$ cat config.mk
export PLATFORM = sky130hd
export DESIGN_NAME = rpt_ctrl
export DESIGN_NICKNAME = d
export VERILOG_FILES = /design/src/rtl/rpt_pkg.sv /design/src/rtl/rpt_operand_sel.sv /design/src/rtl/rpt_counter.sv /design/src/rtl/rpt_irq_gate.sv /design/src/rtl/rpt_ctrl.sv
export SDC_FILE = /design/constraint.sdc
export NUM_CORES = 1
export LEC_CHECK = 0
export ABC_CLOCK_PERIOD_IN_PS = 1800
export CAP_MARGIN = 20
export CORE_ASPECT_RATIO = 0.8
export CORE_UTILIZATION = 40
export CTS_BUF_LIST = sky130_fd_sc_hd__clkbuf_16
export DETAILED_ROUTE_END_ITERATION = 16
export PLACE_DENSITY = 0.73
export SLEW_MARGIN = 40
export SYNTH_ARGS = -nofsm -noshare
export SYNTH_HDL_FRONTEND = slang
export SYNTH_SLANG_ARGS = --single-unit
$ cat constraint.sdc
create_clock -name clk_i -period 1.8 [get_ports clk_i]
set_input_delay 0.27 -clock clk_i [delete_from_list [all_inputs] [get_ports clk_i]]
set_output_delay 0.27 -clock clk_i [all_outputs]
set_load 0.1 [all_outputs]
$ cat src/rtl/rpt_pkg.sv
package rpt_pkg;
  typedef enum logic {
    SRC_MEM = 1'b0,
    SRC_IMM = 1'b1
  } rpt_src_e;
endpackage

$ cat src/rtl/rpt_operand_sel.sv
module rpt_operand_sel
  import rpt_pkg::*;
#(
  parameter int CNT_W = 16,
  parameter int IMM_W = 8
) (
  input  logic [0:0]       src_i,
  input  logic [CNT_W-1:0] mem_i,
  input  logic [IMM_W-1:0] imm_i,
  output logic [CNT_W-1:0] val_o
);
  localparam int PAD_W = (CNT_W > IMM_W) ? CNT_W - IMM_W : 0;
  logic [CNT_W-1:0] imm_ext;

  generate
    if (PAD_W > 0) begin : g_pad
      assign imm_ext = {{PAD_W{1'b0}}, imm_i};
    end else begin : g_trunc
      assign imm_ext = imm_i[CNT_W-1:0];
    end
  endgenerate

  always_comb begin
    if (rpt_src_e'(src_i) == SRC_IMM) val_o = imm_ext;
    else                              val_o = mem_i;
  end
endmodule

$ cat src/rtl/rpt_counter.sv
module rpt_counter #(
  parameter int CNT_W = 16
) (
  input  logic             clk_i,
  input  logic             rst_ni,
  input  logic             load_i,
  input  logic [CNT_W-1:0] val_i,
  input  logic             done_i,
  output logic             active_o,
  output logic             last_o
);
  logic [CNT_W-1:0] cnt_q;
  logic             active_q;
  logic             start;
  logic             cnt_zero;

  assign start    = load_i & ~active_q;
  assign cnt_zero = (cnt_q == '0);
  assign last_o   = active_q & done_i & cnt_zero;
  assign active_o = active_q;

  always_ff @(posedge clk_i or negedge rst_ni) begin
    if (!rst_ni) begin
      cnt_q    <= '0;
      active_q <= 1'b0;
    end else if (start) begin
      cnt_q    <= val_i;
      active_q <= 1'b1;
    end else if (active_q && done_i) begin
      if (cnt_zero) active_q <= 1'b0;
      else          cnt_q    <= cnt_q - 1'b1;
    end
  end

  AST_LOAD_TAKES_VALUE: assert property (@(posedge clk_i) disable iff (!rst_ni)
    (load_i && !active_q) |=> (active_q && cnt_q == $past(val_i)));
  AST_DEC_BY_ONE: assert property (@(posedge clk_i) disable iff (!rst_ni)
    (active_q && done_i && cnt_q != '0) |=> (active_q && cnt_q == $past(cnt_q) - 1'b1));
  AST_END_AFTER_ZERO: assert property (@(posedge clk_i) disable iff (!rst_ni)
    (active_q && done_i && cnt_q == '0) |=> !active_q);
  AST_IGNORE_RELOAD: assert property (@(posedge clk_i) disable iff (!rst_ni)
    (active_q && load_i && !done_i) |=> (active_q && $stable(cnt_q)));
  AST_IDLE_DONE: assert property (@(posedge clk_i) disable iff (!rst_ni)
    (!active_q && !load_i && done_i) |=> !active_q);
endmodule

$ cat src/rtl/rpt_irq_gate.sv
module rpt_irq_gate #(
  parameter int NIRQ = 8
) (
  input  logic            clk_i,
  input  logic            rst_ni,
  input  logic            mask_i,
  input  logic [NIRQ-1:0] irq_i,
  output logic [NIRQ-1:0] irq_o
);
  logic [NIRQ-1:0] pend_q;

  always_ff @(posedge clk_i or negedge rst_ni) begin
    if (!rst_ni)     pend_q <= '0;
    else if (mask_i) pend_q <= pend_q | irq_i;
    else             pend_q <= '0;
  end

  assign irq_o = mask_i ? '0 : (irq_i | pend_q);

  AST_PEND_KEPT: assert property (@(posedge clk_i) disable iff (!rst_ni)
    (mask_i && (irq_i != '0)) |=> (mask_i || ((irq_o & $past(irq_i)) == $past(irq_i))));
  AST_PEND_ONCE: assert property (@(posedge clk_i) disable iff (!rst_ni)
    (!mask_i) |=> (mask_i || irq_o == irq_i));
endmodule

$ cat src/rtl/rpt_ctrl.sv
module rpt_ctrl
  import rpt_pkg::*;
#(
  parameter int CNT_W = 16,
  parameter int IMM_W = 8,
  parameter int NIRQ  = 8
) (
  input  logic             clk_i,
  input  logic             rst_ni,
  input  logic             rpt_load_i,
  input  logic             src_imm_i,
  input  logic [CNT_W-1:0] mem_data_i,
  input  logic [IMM_W-1:0] imm_data_i,
  input  logic             iter_done_i,
  input  logic [NIRQ-1:0]  irq_i,
  output logic             rpt_active_o,
  output logic             hold_instr_o,
  output logic [NIRQ-1:0]  irq_o
);
  logic [CNT_W-1:0] load_val;
  logic             active;
  logic             last_iter;
  logic             irq_mask;

  rpt_operand_sel #(.CNT_W(CNT_W), .IMM_W(IMM_W)) u_sel (
    .src_i (src_imm_i),
    .mem_i (mem_data_i),
    .imm_i (imm_data_i),
    .val_o (load_val)
  );

  rpt_counter #(.CNT_W(CNT_W)) u_cnt (
    .clk_i    (clk_i),
    .rst_ni   (rst_ni),
    .load_i   (rpt_load_i),
    .val_i    (load_val),
    .done_i   (iter_done_i),
    .active_o (active),
    .last_o   (last_iter)
  );

  // mask from the decode cycle of the command onward
  assign irq_mask = active | rpt_load_i;

  rpt_irq_gate #(.NIRQ(NIRQ)) u_irq (
    .clk_i  (clk_i),
    .rst_ni (rst_ni),
    .mask_i (irq_mask),
    .irq_i  (irq_i),
    .irq_o  (irq_o)
  );

  assign rpt_active_o = active;
  assign hold_instr_o = active & ~last_iter;

  AST_MASK_ALL: assert property (@(posedge clk_i) disable iff (!rst_ni)
    (rpt_active_o || rpt_load_i) |-> (irq_o == '0));
  AST_HOLD_IDLE: assert property (@(posedge clk_i) disable iff (!rst_ni)
    !rpt_active_o |-> !hold_instr_o);
  AST_HOLD_RELEASE: assert property (@(posedge clk_i) disable iff (!rst_ni)
    (rpt_active_o && !hold_instr_o) |=> !rpt_active_o);
endmodule

==> results.py, run 1 <==
metrics = {
    "status": {
        "outcome": "complete, but fails checks",
        "violations_in_the_final_reports": "setup timing",
    },
    "setup_path": {
        "cp-end-kind": "flip-flop",
        "crit_required_ns": 1.91,
        "cp_data_arrival_time_ns": 2.19,
        "critical_path_peak_fanout": 3,
        "worst_r2r_path_depth": 5,
        "crit_type": "flip-flop to flip-flop",
        "critPathLaunchType": "flip-flop",
    },
    "finish": {
        "flow.area_growth_from_synthesis_pct": 79.90,
        "layout.core_utilization_pct": 76.91,
        "final_cell_mix": "45 x buf_4, 36 x clkdlybuf4s50_1, 24 x nor2_1",
        "layout.cells.most_common": "buf_4",
        "nNetsFinal": 298,
        "multi_input_comb_area_um2": 970.9,
        "fillerInstances": 206,
        "share_of_final_layout_standard_cells_stronger_than_drive_strength_1_pct": 36.68,
        "sequential_cell_area_um2": 630.6,
        "diodes": 0,
    },
    "logic_synthesis": {
        "synthDistinctLibCells": 42,
        "synth_warnings": 0,
        "synth_async_sr_flop_share_pct": 100.0,
        "syn_area_um2": 1494,
        "syn-mean-instance-area_um2": 8.788,
        "postSynthCellCount": 170,
        "yosys_most_used_dff": "dfrtp_1",
        "synthesis.nets": 208,
        "yosys_register_bits": 25,
        "number_of_synthesized_flops_with_an_enable_pin": 0,
        "synth-seq-area-share_pct": 41.88,
    },
    "clocking": {
        "cts-root-buf": "clkbuf_16",
        "post_cts_hold_buffer_count": 0,
        "tritoncts.num_buffers": 3,
        "tritoncts": "done",
        "cts.reportedPaths.clkPinSlew_ns": 0.07,
        "htree_levels": 1,
        "clock_sinks": 25,
        "cts_max_path_buffers": 2,
        "worstSkewPairLatency_ns": 0.26,
    },
    "sta": {
        "fmaxAchievable_mhz": 482.6,
        "final.setup_skew_ns": 0.001525,
        "hold_viol": 0,
        "post-route-worst-setup-slack_ns": -0.2722,
        "setup_viol": 16,
        "timing.final.crit_period_ns": 2.072,
        "slew_headroom_pct": 70.89,
        "post-route-period-util_pct": 115.1,
        "tightestPinTransition_ns": 0.4326,
        "tns_ns": -2.698,
        "grt_setup_unrepaired": "true",
        "slew_viol_final": 0,
    },
    "grt": {
        "grt_start_max_net_pins": 26,
        "globalRouteTotalUtil_pct": 25.21,
        "globalRoute.totalOverflow": 0,
        "grt_pass1_wl_um": 7900,
        "number_of_global_route_vias_before_repair": 1650,
        "grt_antenna_before_repair": 0,
    },
    "detailed_routing": {
        "first_iter_violations": 187,
        "drt-total-wl_um": 5498,
        "route.detailed.drc": 0,
        "final_antenna_net_count": 0,
        "via_per_inst": 5.960,
        "num_vias": 1794,
        "drt_pre_antenna_iters": 5,
        "drt-wirelength-per-cell_um": 18.27,
    },
    "power_and_ir_drop": {
        "total_leakage_power_nw": 1.094,
        "power.total_mw": 2.729,
        "share_of_power_burned_in_combinational_logic_pct": 49.0,
        "power_density_nw_per_um2": 1015,
        "power_switching_mw": 1.013,
        "power.share.switching_pct": 37.13,
        "ir_drop_mv": 0.5780,
        "clkPwrFrac_pct": 18.5,
        "intPower_mw": 1.716,
        "sequential_power_share_pct": 32.5,
    },
    "floorplan": {
        "dieHeight_um": 56.66,
        "placeableCoreArea_um2": 3495,
        "design.portCount": 47,
        "std_cell_rows": 19,
        "fp.dieW_um": 70.33,
        "die_area_um2": 3985,
        "initial_utilization_pct": 42.75,
    },
    "job": {
        "cap_violations": 0,
    },
    "place": {
        "numPortBuffers": 46,
        "globalplace.congestion": 0.8817,
        "dp_hpwl_um": 3570,
    },
    "worst_hold_path": {
        "timing.hold.worst.class": "primary input to async pin",
    },
}
[power groups by stage]
stage          combinational, mW  clock (mW)  sequential [mW]
2_1_floorplan              0.516           0            0.910
3_3_place_gp                1.02           0            0.871
3_5_place_dp                1.05           0            0.884
4_1_cts                     1.12       0.501            0.870
5_1_grt                     1.41       0.522            0.901
6_report                    1.34       0.505            0.886
[metal layers]
layer  track usage, %  vias to the layer above  share of wire (%)
li1                 -                      815                  -
met3            5.027                       26                6.3
met1            33.98                      859                 42
met2            40.95                       94                 50
met4            7.429                        0                2.4
met5                0                        -                  0
[what timing repair did]
action | in CTS | in global routing
resized for setup | 3 | 13
cloned | 0 | 0
setup endpoints to repair | 10 | 16
buffers inserted | 5 | 8
pin swaps | 3 | 14
[cell type report]
class | count | share of cell area (%)
multi-input cells | 132 | 36.13
repair buffers | 95 | 35.10
flip-flops and latches | 25 | 23.46
clock buffers | 3 | 2.793
well taps | 42 | 1.955
inverters | 3 | 0.4190
clock inverters | 1 | 0.1397
[critical path, cell delays in order, from the launching register on]
cell	delay, ns
dfrtp_2	0.44
buf_6	0.12
or4_4	0.55
or3_4	0.38
o41ai_2	0.26
o211ai_1	0.18
[kinds of logic (layout without fill, tap and decap cells)]
kind of cell	Yosys count	after routing	share of synthesized area, %
simple gates	85	85	30.57
compound gates	40	40	19.01
flops	25	25	41.88
buf+inv	13	102	3.601
mux	6	6	4.104
fa+ha+maj	1	1	0.8374
[through the flow]
| stage | hold WS (ns) | setup WS (ns) | cell area [um2] | std cells |
|---|---|---|---|---|
| 6_report | 0.3820 | -0.2722 | 2688 | 301 |
| 2_1_floorplan | -0.02559 | -0.08714 | 1627 | 170 |
| 4_1_cts | 0.3966 | -0.1565 | 2567 | 293 |
| 3_3_place_gp | 0.4892 | -0.02550 | 2440 | 284 |
| 3_5_place_dp | 0.4959 | -0.1241 | 2440 | 284 |
| 5_1_grt | 0.4090 | -0.3093 | 2688 | 301 |
[synth_stat cells, types with 4 or more instances]
cell type	count	area share, %
nand4_1	4	1.7
mux2i_1	5	3.4
a21oi_1	9	3.0
nor2_1	32	8.0
clkbuf_1	6	1.5
nor3_1	5	1.7
dfrtp_1	25	42
a31oi_1	6	2.5
nor4_1	7	2.9
buf_2	4	1.3
nor2b_1	4	1.7
nand2_1	9	2.3
[final timing paths]
path	start	end	slack, ns
worst max-delay path	u_cnt.cnt_q[2]	u_cnt.cnt_q[9]	-0.27
worst min-delay path	rst_ni	u_cnt.cnt_q[8]	0.38
worst max register to register	u_cnt.cnt_q[2]	u_cnt.cnt_q[9]	-0.27
worst min register to register	u_irq.pend_q[5]	u_irq.pend_q[5]	0.51
max in group asynchronous	rst_ni	u_cnt.active_o	1.13
min in group clk_i	u_irq.pend_q[5]	u_irq.pend_q[5]	0.51
[sequential cells by signal (all words and copies together) (netlist names)]
signal / count
u_cnt.active_o: 1
u_cnt.cnt_q: 16
u_irq.pend_q: 8
(Power assumes the default switching activity.)
==> inputs of run 2 (changes only) <==
Settings changed: CORE_MARGIN set to 1, PLACE_DENSITY 0.73 to 0.77.
==> run 2 against run 1 <==
Against the previous run: the run still ends with setup timing left; combinational power increased by 13%; clock-buffer cell count unchanged; sequential cell count unchanged; critical path depth decreased by 1; total power increased by 7.9%; routed wire length increased by 9.0%; non-clock buffer count increased by 3; fmax increased by 4.9%; clock skew increased by 0.0012 ns; critical endpoint unchanged.
==> results.py, run 2 (synthesized netlist as in run 1, its figures left out) <==
metrics = {
    "grt": {
        "number_of_global_route_vias_before_repair": 1808,
        "grt_pass1_wl_um": 8845,
        "globalRoute.totalOverflow": 0,
        "grt_start_max_net_pins": 16,
        "globalRouteTotalUtil_pct": 29.05,
        "grt_antenna_before_repair": 0,
    },
    "clocking": {
        "post_cts_hold_buffer_count": 0,
        "htree_levels": 1,
        "worstSkewPairLatency_ns": 0.26,
        "cts.reportedPaths.clkPinSlew_ns": 0.06,
        "tritoncts": "done",
        "tritoncts.num_buffers": 3,
        "clock_sinks": 25,
        "cts_max_path_buffers": 2,
        "cts-root-buf": "clkbuf_16",
    },
    "setup_path": {
        "cp-end-kind": "flip-flop",
        "regToRegEndpoint": "u_cnt.cnt_q[9]",
        "cp_data_arrival_time_ns": 2.10,
        "setup.worst_path.end": "u_cnt.cnt_q[9]",
        "crit_start": "u_cnt.cnt_q[2]",
        "setup.reg_to_reg.worst_slack_ns": -0.18,
        "crit_required_ns": 1.93,
        "critPathLaunchType": "flip-flop",
        "crit_type": "flip-flop to flip-flop",
        "critical_path_peak_fanout": 4,
        "worst_r2r_path_depth": 4,
        "crit-reg2reg-launch": "u_cnt.cnt_q[2]",
    },
    "place": {
        "numPortBuffers": 46,
        "placement.setup.worst_slack_ns": -0.1471,
        "globalplace.congestion": 0.9536,
        "dp_hpwl_um": 3832,
        "dpl_cell_area_um2": 2490,
    },
    "detailed_routing": {
        "first_iter_violations": 261,
        "drt_pre_antenna_iters": 10,
        "route.detailed.drc": 0,
        "drt-wirelength-per-cell_um": 19.71,
        "via_per_inst": 6.280,
        "final_antenna_net_count": 0,
        "num_vias": 1909,
        "drt-total-wl_um": 5992,
    },
    "worst_hold_path": {
        "timing.hold.worst.class": "primary input to async pin",
    },
    "sta": {
        "hold_viol": 0,
        "fmaxAchievable_mhz": 506.3,
        "slew_viol_final": 0,
        "slew_headroom_pct": 62.15,
        "setup_viol": 11,
        "final.setup_skew_ns": 0.002714,
        "post-route-worst-setup-slack_ns": -0.1753,
        "timing.final.crit_period_ns": 1.975,
        "post-route-period-util_pct": 109.7,
        "tightestPinTransition_ns": 0.5626,
        "grt_setup_unrepaired": "true",
    },
    "floorplan": {
        "die_area_um2": 3985,
        "dieHeight_um": 56.66,
        "design.portCount": 47,
        "std_cell_rows": 19,
        "fp.dieW_um": 70.33,
        "initial_utilization_pct": 42.75,
        "placeableCoreArea_um2": 3495,
    },
    "finish": {
        "layout.cells.most_common": "buf_4",
        "fillerInstances": 188,
        "max_ffs_per_register": 16,
        "flow.area_growth_from_synthesis_pct": 87.86,
        "final_cell_mix": "43 x buf_4, 35 x clkdlybuf4s50_1, 24 x nor2_1",
        "multi_input_comb_area_um2": 1036,
        "finished_cell_area_um2": 2806,
        "share_of_final_layout_standard_cells_stronger_than_drive_strength_1_pct": 40.08,
        "nNetsFinal": 301,
        "diodes": 0,
        "sequential_cell_area_um2": 631.9,
        "registers.top_by_ff_count": "u_cnt.cnt_q",
    },
    "power_and_ir_drop": {
        "power_density_nw_per_um2": 1049,
        "total_leakage_power_nw": 1.143,
        "ir_drop_mv": 0.7444,
    },
    "status": {
        "outcome": "complete, but fails checks",
        "violations_in_the_final_reports": "setup timing",
    },
    "job": {
        "cap_violations": 0,
    },
}
==> run 2: critical path, cell delays in order (launching register included) <==
cell      delay [ns]
dfrtp_2         0.47
or4_4           0.60
or3_4           0.39
o41ai_2         0.25
o211ai_1        0.14
==> run 2: stage by stage <==
stage	power (mW)	setup TNS, ns	instances	hold slack, ns	utilization [%]
floorplan	1.426	-0.2667	170	-0.02559	-
global placement	1.972	-0.2277	289	0.4899	71.25
detailed placement	2.032	-0.5524	289	0.5083	71.25
CTS	2.683	-0.3131	302	0.3774	76.80
global route	3.054	-2.163	304	0.3858	80.31
finish	2.945	-0.9787	304	0.3525	80.31
==> run 2: area by class of cell <==
class                      count  share of cell area (%)
clock buffer                   3                   2.675
clock inverter                 1                  0.1337
inverter                       3                  0.4012
multi-input combinational    132                   36.91
sequential                    25                   22.51
tap                           42                   1.872
timing repair buffer          98                   35.49
==> run 2: per-layer routing <==
layer / vias up / track usage (%) / wire length, um
met1: 903 / 35.77 / 2244
met3: 44 / 7.899 / 579
met4: 0 / 12.29 / 276
met5: - / 0 / 0
met2: 130 / 47.89 / 2892
li1: 832 / - / -
==> run 2: how the worst min path moves through the flow <==
stage	end	slack, ns	cells past startpoint
after global routing	u_cnt.cnt_q[12]	0.39	1
after CTS	u_cnt.cnt_q[12]	0.38	1
after global placement	u_irq.pend_q[3]	0.49	2
final	u_cnt.cnt_q[14]	0.35	1
after detailed placement	u_irq.pend_q[5]	0.51	2
after floorplan	u_cnt.cnt_q[0]	-0.03	0
==> run 2: where the power goes <==
part           total (mW)  internal [mW]  leakage (nW)  switching (mW)
registers           0.929          0.727         0.276           0.201
clock network       0.501          0.298        0.0423           0.203
logic                1.52          0.775         0.825           0.741
total                2.95           1.80          1.14            1.15
==> run 2: repair_timing <==
item,CTS,global route
buffers inserted,9,2
gates resized for setup,12,23
pin swaps,6,17
endpoints found under the setup margin,9,22
==> inputs of run 3 (changes only) <==
Settings changed: CORE_ASPECT_RATIO 0.8 to not set, GPL_TIMING_DRIVEN set to 1, TNS_END_PERCENT set to 10.
==> run 3 against run 2 <==
Against the previous run: the run still ends with setup timing left; design area fell by 6.1%; setup slack better by 0.037 ns; clock power is 1% higher; non-clock buffer count down 10; sequential power down 1%; first-iteration DRC count is 60% lower; critical path depth grew 2; critical endpoint is now hold_instr_o; largest power group unchanged.
==> results.py, run 3 (synthesized netlist as in run 1, its figures left out) <==
metrics = {
    "status": {
        "outcome": "complete, but fails checks",
        "violations_in_the_final_reports": "setup timing",
    },
    "place": {
        "place.detailed.instances": 290,
        "dp_hpwl_um": 3614,
        "placement.setup.worst_slack_ns": -0.1247,
        "globalplace.congestion": 0.9413,
        "numPortBuffers": 46,
    },
    "finish": {
        "layout.cells.most_common": "buf_4",
        "diodes": 0,
        "max_ffs_per_register": 16,
        "registers.top_by_ff_count": "u_cnt.cnt_q",
        "layout.core_utilization_pct": 76.01,
        "share_of_final_layout_standard_cells_stronger_than_drive_strength_1_pct": 32.94,
        "post_layout_nonfiller_instances": 298,
        "nNetsFinal": 291,
        "final_cell_mix": "42 x buf_4, 36 x clkdlybuf4s50_1, 24 x nor2_1",
        "flow.area_growth_from_synthesis_pct": 76.47,
    },
    "detailed_routing": {
        "final_antenna_net_count": 0,
        "drt_pre_antenna_iters": 5,
        "first_iter_violations": 104,
        "drt-wirelength-per-cell_um": 16.55,
        "num_vias": 1722,
        "route.detailed.drc": 0,
        "drt-total-wl_um": 4933,
        "via_per_inst": 5.779,
    },
    "sta": {
        "setup_viol": 9,
        "slew_viol_final": 0,
        "tns_ns": -0.6968,
        "slew_headroom_pct": 63.28,
        "timing.final.crit_period_ns": 1.939,
        "tightestPinTransition_ns": 0.5487,
        "post-route-period-util_pct": 107.7,
        "fin_hold_ws_ns": 0.3908,
        "grt_setup_unrepaired": "true",
        "fmaxAchievable_mhz": 515.8,
        "hold_viol": 0,
        "final.setup_skew_ns": 0.004099,
        "post-route-worst-setup-slack_ns": -0.1386,
    },
    "clocking": {
        "worstSkewPairLatency_ns": 0.26,
        "cts_max_path_buffers": 2,
        "cts.reportedPaths.clkPinSlew_ns": 0.07,
        "tritoncts": "done",
        "cts-root-buf": "clkbuf_16",
        "tritoncts.num_buffers": 3,
        "htree_levels": 1,
        "clock_sinks": 25,
    },
    "power_and_ir_drop": {
        "ir_drop_mv": 0.4557,
        "power_density_nw_per_um2": 1039,
        "total_leakage_power_nw": 1.056,
    },
    "floorplan": {
        "fp.dieW_um": 63.12,
        "initial_utilization_pct": 43.07,
        "dieHeight_um": 63.12,
        "design.portCount": 47,
        "placeableCoreArea_um2": 3468,
        "die_area_um2": 3984,
        "std_cell_rows": 21,
    },
    "worst_hold_path": {
        "timing.hold.worst.class": "primary input to async pin",
    },
    "grt": {
        "number_of_global_route_vias_before_repair": 1762,
        "globalRouteMet3Util_pct": 3.080,
        "grt_pass1_wl_um": 8052,
        "globalRouteMet2Util_pct": 45.97,
        "grt_antenna_before_repair": 0,
        "grt_start_max_net_pins": 26,
        "grt_most_used_layer": "met2",
        "use_met1_pct": 31.73,
        "globalRouteTotalUtil_pct": 25.88,
        "globalRoute.totalOverflow": 0,
    },
    "job": {
        "cap_violations": 0,
    },
    "setup_path": {
        "critical_path_peak_fanout": 3,
        "crit_type": "flip-flop to output port",
        "cp_data_arrival_time_ns": 1.67,
        "crit_required_ns": 1.53,
        "cp-end-kind": "output port",
        "critPathLaunchType": "flip-flop",
    },
}
run 3: cell count changes in the layout (fill, tap and decap cells not counted), sizes merged:
cell	previous run	this run
buf	62	52
clkdlybuf4s50	35	36
clkinv	0	1
dlymetal6s2s	1	0
inv	4	3
run 3: per-layer routing:
metal | share of wire, % | vias to the layer above
met3 | 6.9 | 10
met1 | 39 | 834
met2 | 51 | 78
met4 | 2.4 | 0
met5 | 0 | -
li1 | - | 800
run 3: metrics by stage:
step / area [um2] / power [mW]
5_1_grt: 2636 / 2.893
4_1_cts: 2584 / 2.588
6_report: 2636 / 2.739
3_5_place_dp: 2460 / 2.006
3_3_place_gp: 2460 / 1.955
2_1_floorplan: 1627 / 1.426
run 3: area by class of cell:
cell class / instances / area (um2)
Fill cell: 229 / 832.0
Sequential cell: 25 / 630.6
Multi-Input combinational cell: 132 / 980.9
Timing Repair Buffer: 88 / 875.8
Clock buffer: 3 / 75.07
Clock inverter: 1 / 5.005
Tap cell: 46 / 57.56
Inverter: 3 / 11.26
run 3: power by group:
part           leakage, nW  internal (mW)  switching, mW  total (mW)
Sequential           0.277          0.725          0.193       0.918
Combinational        0.738          0.700          0.614        1.31
Clock               0.0409          0.300          0.208       0.507
run 3: critical path: stages (launching register included):
cell      delay, ns
dfrtp_1        0.40
inv_2          0.08
ha_4           0.13
nor4b_4        0.24
and4_4         0.32
a21boi_4       0.07
buf_12         0.16
run 3: path summary, 6_finish.rpt:
kind | start | endpoint | slack [ns] | cells past startpoint
worst max-delay path | u_cnt.cnt_q[1] | hold_instr_o | -0.14 | 6
worst min-delay path | rst_ni | u_irq.pend_q[5] | 0.39 | 2
worst max register to register | u_cnt.cnt_q[1] | u_cnt.cnt_q[9] | -0.12 | 5
worst min register to register | u_irq.pend_q[3] | u_irq.pend_q[3] | 0.50 | 2
max in group asynchronous | rst_ni | u_cnt.active_o | 1.13 | 2
min in group clk_i | u_irq.pend_q[3] | u_irq.pend_q[3] | 0.50 | 2
run 3: repair_timing:
action	in CTS	in global routing
gates resized for setup	7	4
pin swaps	2	4
hold buffers	0	0
setup endpoints to repair	9	14
gates cloned	0	0
setup buffers	2	2
